File: src/rtl/flash_cmd_seq.sv
module flash_cmd_seq #(
  parameter int ADDR_W     = 19,
  parameter int SECT_N     = 8,
  parameter int WP_CYC     = 3,
  parameter int WPH_CYC    = 2,
  parameter int OE_CYC     = 1,
  parameter int POLL_LIMIT = 20000
) (
  input  logic              clk,
  input  logic              rst_n,
  input  logic              cmd_valid,
  input  logic [1:0]        cmd_op,
  input  logic [ADDR_W-1:0] cmd_addr,
  input  logic [7:0]        cmd_data,
  input  logic [SECT_N-1:0] cmd_sectors,
  output logic              busy,
  output logic              done,
  output logic              timeout,
  output logic [ADDR_W-1:0] flash_addr,
  output logic [7:0]        flash_dout,
  output logic              bus_drive,
  input  logic [7:0]        flash_din,
  output logic              flash_sel_n,
  output logic              flash_wr_n,
  output logic              flash_rd_n,
  output logic              ram_sel_n
);
  localparam int SIDX_W = $clog2(SECT_N);
  localparam int SECT_SH = ADDR_W - SIDX_W;
  localparam int TW = $clog2(WP_CYC + WPH_CYC + OE_CYC + 1) + 1;
  localparam int PW = $clog2(POLL_LIMIT + 1);
  localparam logic [1:0] OP_PROG = 2'b00, OP_SECT = 2'b01, OP_CHIP = 2'b10;
  localparam logic [ADDR_W-1:0] UA1 = ADDR_W'(16'h5555);
  localparam logic [ADDR_W-1:0] UA2 = ADDR_W'(16'h2AAA);

  typedef enum logic [2:0] {S_IDLE, S_SETUP, S_LOW, S_HIGH, S_OEWAIT, S_POLL} st_t;

  st_t st;
  logic [1:0]        op;
  logic [ADDR_W-1:0] tgt, poll_addr, cur_a, sec_base;
  logic [7:0]        wdat, cur_d;
  logic [SECT_N-1:0] pend;
  logic [2:0]        step;
  logic [TW-1:0]     tcnt;
  logic [PW-1:0]     pcnt;
  logic              exp7, done_q, tmo_q, last_wr, accept, writing, reading;

  function automatic logic [SIDX_W-1:0] lowest(input logic [SECT_N-1:0] m);
    lowest = '0;
    for (int i = SECT_N - 1; i >= 0; i--)
      if (m[i]) lowest = i[SIDX_W-1:0];
  endfunction

  wire unused_din = ^flash_din[6:0];

  assign accept   = cmd_valid && cmd_op != 2'b11 && !(cmd_op == OP_SECT && cmd_sectors == '0);
  assign sec_base = {lowest(pend), {SECT_SH{1'b0}}};
  assign last_wr  = (op == OP_PROG && step == 3'd3) || (op == OP_CHIP && step == 3'd5) ||
                    (op == OP_SECT && step == 3'd5 && (pend & (pend - 1'b1)) == '0);

  always_comb begin
    cur_a = UA1;
    cur_d = 8'hAA;
    case (step)
      3'd0: begin cur_a = UA1; cur_d = 8'hAA; end
      3'd1: begin cur_a = UA2; cur_d = 8'h55; end
      3'd2: begin cur_a = UA1; cur_d = (op == OP_PROG) ? 8'hA0 : 8'h80; end
      3'd3: begin
        cur_a = (op == OP_PROG) ? tgt : UA1;
        cur_d = (op == OP_PROG) ? wdat : 8'hAA;
      end
      3'd4: begin cur_a = UA2; cur_d = 8'h55; end
      default: begin
        cur_a = (op == OP_CHIP) ? UA1 : sec_base;
        cur_d = (op == OP_CHIP) ? 8'h10 : 8'h30;
      end
    endcase
  end

  assign writing     = st == S_SETUP || st == S_LOW || st == S_HIGH;
  assign reading     = st == S_OEWAIT || st == S_POLL;
  assign busy        = st != S_IDLE;
  assign done        = done_q;
  assign timeout     = tmo_q;
  assign bus_drive   = writing;
  assign flash_sel_n = st == S_IDLE;
  assign flash_wr_n  = st != S_LOW;
  assign flash_rd_n  = !reading;
  assign flash_addr  = writing ? cur_a : (reading ? poll_addr : '0);
  assign flash_dout  = writing ? cur_d : 8'h00;
  assign ram_sel_n   = 1'b1;

  always_ff @(posedge clk or negedge rst_n) begin
    if (!rst_n) begin
      st <= S_IDLE;
      op <= OP_PROG;
      tgt <= '0;
      wdat <= '0;
      pend <= '0;
      step <= '0;
      tcnt <= '0;
      pcnt <= '0;
      poll_addr <= '0;
      exp7 <= 1'b0;
      done_q <= 1'b0;
      tmo_q <= 1'b0;
    end else begin
      done_q <= 1'b0;
      tmo_q  <= 1'b0;
      case (st)
        S_IDLE: if (accept) begin
          op   <= cmd_op;
          tgt  <= cmd_addr;
          wdat <= cmd_data;
          pend <= cmd_sectors;
          step <= '0;
          tcnt <= '0;
          exp7 <= (cmd_op == OP_PROG) ? cmd_data[7] : 1'b1;
          poll_addr <= (cmd_op == OP_PROG) ? cmd_addr :
                       (cmd_op == OP_SECT) ? {lowest(cmd_sectors), {SECT_SH{1'b0}}} : '0;
          st <= S_SETUP;
        end
        S_SETUP: begin
          tcnt <= '0;
          st <= S_LOW;
        end
        S_LOW: begin
          if (tcnt == TW'(WP_CYC - 1)) begin
            tcnt <= '0;
            st <= S_HIGH;
          end else tcnt <= tcnt + 1'b1;
        end
        S_HIGH: begin
          if (tcnt == TW'(WPH_CYC - 1)) begin
            tcnt <= '0;
            st <= last_wr ? S_OEWAIT : S_SETUP;
            if (step < 3'd5) step <= step + 1'b1;
            else pend <= pend & (pend - 1'b1);
          end else tcnt <= tcnt + 1'b1;
        end
        S_OEWAIT: begin
          if (tcnt == TW'(OE_CYC - 1)) begin
            pcnt <= '0;
            st <= S_POLL;
          end else tcnt <= tcnt + 1'b1;
        end
        S_POLL: begin
          if (flash_din[7] == exp7) begin
            done_q <= 1'b1;
            st <= S_IDLE;
          end else if (pcnt == PW'(POLL_LIMIT - 1)) begin
            tmo_q <= 1'b1;
            st <= S_IDLE;
          end else pcnt <= pcnt + 1'b1;
        end
        default: st <= S_IDLE;
      endcase
    end
  end
endmodule


File: config.mk
export PLATFORM = sky130hd
export DESIGN_NAME = flash_cmd_seq
export DESIGN_NICKNAME = d
export VERILOG_FILES = /design/src/rtl/flash_cmd_seq.sv
export SDC_FILE = /design/constraint.sdc
export NUM_CORES = 1
export LEC_CHECK = 0
export ABC_CLOCK_PERIOD_IN_PS = 3600
export BUFFER_PORTS_ARGS = -buffer_cell sky130_fd_sc_hd__buf_2
export CAP_MARGIN = 30
export CORE_ASPECT_RATIO = 0.75
export CORE_MARGIN = 10
export CORE_UTILIZATION = 61
export DETAILED_ROUTE_END_ITERATION = 10
export PLACE_DENSITY_LB_ADDON = 0.3
export SLEW_MARGIN = 20
export SYNTH_ARGS = -nofsm -noshare
export SYNTH_HDL_FRONTEND = slang
export SYNTH_SLANG_ARGS = --single-unit
export TNS_END_PERCENT = 50
File: constraint.sdc
create_clock -name clk -period 3.6 [get_ports clk]
set_clock_uncertainty 0.1 [all_clocks]
set_input_delay 0.36 -clock clk [delete_from_list [all_inputs] [get_ports clk]]
set_output_delay 0.36 -clock clk [all_outputs]
set_load 0.01 [all_outputs]
==> results by group <==
Run status
  • Run status: finished clean

Worst setup path
  • Worst EP required: 3140 ps
  • Crit path kind: reg -> out
  • Flop2flop setup slack: 860 ps
  • RR Endpoint: poll_addr[10]
  • Worst setup EP type: output port
  • FF-to-FF Start: st[1]
  • R2r worst-path depth: 7
  • Max stage delay cell, worst path: or3b_2
  • Worst-path cell chain: inv_1, ha_2, nor2_1, o21ai_0, or3b_2, nor4_2, a221o_1, buf_2
  • WP data arrival: 2940 ps
  • Critical Path Max Stage Delay: 590 ps
  • Startpoint Class: flop
  • Cell family with most CP delay: simple AND/OR/NAND/NOR gates
  • CP bufs+invs: 2
  • Largest fanout on the critical path: 15

Place
  • Port Buffer Count: 74
  • Post-DP HPWL: 9340 microns
  • Final GP Congestion: 0.888

Global routing
  • Total GRT Usage: 22.0%
  • Vias in the first global route: 4,398
  • First-pass GRT wire length: 21,600 microns
  • Initial antenna violation count: 0
  • Pin count of the biggest net entering global routing: 73
  • GRT overflow: 0

STA
  • Worst-margin pin slew: 910 ps
  • Final Hold Fails: 0
  • Final worst path period share: 94.6%
  • Slew Viols, Final: 0
  • Minimum clock period: 3400 ps
  • Worst hold slack: 77.7 ps
  • FMAX: 294 MHz
  • Slew headroom: 39.3%
  • RSZ-0062 raised after global routing: false
  • Final setup viols: 0
  • Setup TNS Final: 0 ps

Routing
  • # DRC: 0
  • Detailed-route via count: 4,589
  • Drt first pass iters: 5
  • WL met1: 5690 microns
  • Routed wl met2: 6080 microns
  • DR WL/cell: 17.4 microns
  • Total wire length: 13,200 microns
  • Routed Antenna Nets: 0
  • Max layer used: met4
  • Drt initial violations: 501
  • Via density: 6.04
  • Met3 WL: 1260 microns

Cells and area
  • Register area: 2100 sq um
  • Final core occ: 73.3%
  • Share of cells above drive strength 1: 18.4%
  • P&R area growth vs syn: 14.4%
  • Fill cells: 584
  • Area of the multi-input gates: 2520 sq um
  • Final net count: 712
  • Antenna diodes: 0

Yosys
  • Synth Instances: 592
  • Yosys reg bits: 84
  • Cell area after synthesis: 4810 sq um
  • Async SR Flop Fraction: 100%
  • Syn Nets: 650
  • Synth warnings: 0
  • Synth Flop Type: dfrtp_1
  • Syn_area_per_cell: 8.12 sq um
  • Sequential-to-total area share from yosys stat: 43.7%
  • Library cells used by synthesis: 71
  • EDFF count, synth: 0

Power and ir drop
  • Pwr Density: 844 nW/um^2
  • NetSw: 2110 uW
  • Sw frac: 45.4%
  • Clk pwr share: 15.2%
  • Part of the power in registers: 35.5%
  • Internal: 2540 uW
  • LEAKAGE: 0.00268 uW
  • Logic pwr share: 49.3%
  • Final Power: 4640 uW
  • Max IR drop VDD: 0.456 mV

Floorplan
  • Chip Height: 96.9 microns
  • Core ar.: 7500 sq um
  • Die area: 11,900 sq um
  • Initial core utilization: 64.1%
  • Die width: 123 microns
  • I/O Pins: 83
  • Rows: 27

CTS
  • CTS tree: built
  • Clk_lat worst skew: 360 ps
  • Clock input transition at the sequential cells of the worst setup and hold paths: 100 ps
  • Root Buffer: clkbuf_8
  • Clock buffer depth: 2
  • Number of CTS-inserted buffers: 9
  • # clock sinks: 84
  • H-Tree Level Count: 3

Hold path
  • Hold EP: wdat[6]
  • Hold Path Cell Cnt: 3
  • Tightest Hold Check Type: in -> reg
  • HP Start: cmd_data[6]

Run
  • Number of max-cap violations: 0
worst reg2reg max path, stage by stage, from the launching register on:
cell,delay (ps)
dfrtp_1,500
or3_2,560
inv_1,100
o211a_1,250
or2_1,720
buf_12,270
nand3_1,110
nand2_1,80
synthesized netlist by cell type, drive strengths merged, types with 3 or more instances:
cell | instances | share of area (%)
nand2b | 5 | 0.65
xnor2 | 4 | 0.73
nand3 | 22 | 2.3
nand2 | 170 | 13
dfrtp | 84 | 44
and3 | 3 | 0.42
and2 | 3 | 0.39
or2 | 5 | 0.65
a21oi | 32 | 3.3
nor4 | 3 | 0.39
a22o | 3 | 0.55
inv | 14 | 1.1
or3b | 3 | 0.60
ha | 10 | 2.6
mux2i | 3 | 0.62
nor2b | 12 | 1.6
o21ai | 51 | 5.3
nand4 | 6 | 0.78
a211oi | 6 | 0.94
nor3 | 7 | 0.73
o211a | 3 | 0.62
o211ai | 3 | 0.47
or4 | 8 | 1.2
clkbuf | 26 | 2.0
a221o | 3 | 0.62
nor2 | 39 | 3.0
buf | 8 | 1.0
o31ai | 9 | 1.5
mux2 | 3 | 0.70
a31oi | 5 | 0.65
timing repair:
item,4_1_cts,5_1_grt
buffers inserted,0,0
endpoints found under the setup margin,0,3
hold buffers,0,1
endpoints found under the hold margin,0,18
resized for setup,0,2
sequential cells by signal (all words and copies together) (netlist names):
name	flops
st	3
step	3
tcnt	4
pend	8
tgt	19
op	2
timeout	1
done	1
pcnt	15
wdat	8
exp7	1
poll_addr	19
per-stage QoR:
stage,setup WS (ps),cell area (sq um),cells
floorplan,1050,4810,592
global placement,613,5250,742
detailed placement,503,5250,742
CTS,60.2,5450,758
global route,83.6,5500,760
finish,195,5500,760
how the worst max path moves through the flow:
stage                       start             end  slack (ps)  cells after the start
after global placement    step[0]  flash_addr[17]         610                      8
after CTS                 step[2]  flash_addr[17]          60                      8
final                     step[2]  flash_addr[17]         200                      8
after floorplan           step[2]   flash_addr[0]        1050                      8
after detailed placement  step[2]  flash_addr[17]         500                      8
after global routing      step[2]  flash_addr[17]          80                      8
power by group through the flow:
stage          Sequential (uW)  Clock (uW)  Combinational [uW]
2_1_floorplan             1500           0                1610
3_3_place_gp              1620           0                2170
3_5_place_dp              1650           0                2250
4_1_cts                   1630         717                2270
5_1_grt                   1710         748                2550
6_report                  1650         708                2290
layout by cell type (no fill, tap or decap), types with 3 or more instances in the layout:
cell type and count:
nand2_1 170, dfrtp_1 84, buf_2 73, o21ai_0 50, nor2_1 38, a21oi_1 32
nand3_1 22, inv_1 14, nor2b_1 12, clkbuf_8 10, ha_1 9, buf_4 9
o31ai_1 8, or4_1 8, nor3_1 7, a211oi_1 6, nand4_1 6, nand2b_1 5
a31oi_1 5, or2_2 4, xnor2_1 4, and2_1 3, mux2_2 3, o211ai_1 3
o211a_1 3, a221o_1 3, a22o_1 3, mux2i_1 3
metal layers:
| layer | track usage (%) | up-vias |
|---|---|---|
| met5 | 0 | - |
| met1 | 30.1 | 2186 |
| li1 | - | 2160 |
| met4 | 6.64 | 0 |
| met2 | 33.0 | 228 |
| met3 | 5.79 | 15 |
layout make-up:
| class | count | area share [%] |
|---|---|---|
| Inverter | 14 | 0.955 |
| Clock inverter | 6 | 1.25 |
| Tap cell | 101 | 2.30 |
| Sequential cell | 84 | 38.2 |
| Clock buffer | 10 | 2.50 |
| Multi-Input combinational cell | 460 | 45.9 |
| Timing Repair Buffer | 85 | 8.92 |
cells by family (layout without fill, tap and decap cells):
family,Yosys count,after routing,synth area share [%]
mux,6,6,1.33
fa+ha+maj,12,12,3.02
simple gates,301,301,28.7
compound gates,134,134,17.9
buf+inv,48,115,4.14
other cells,1,1,0.0780
flops,84,84,43.7
xor+xnor,6,6,1.09
Power figures use the tool's default switching activity.
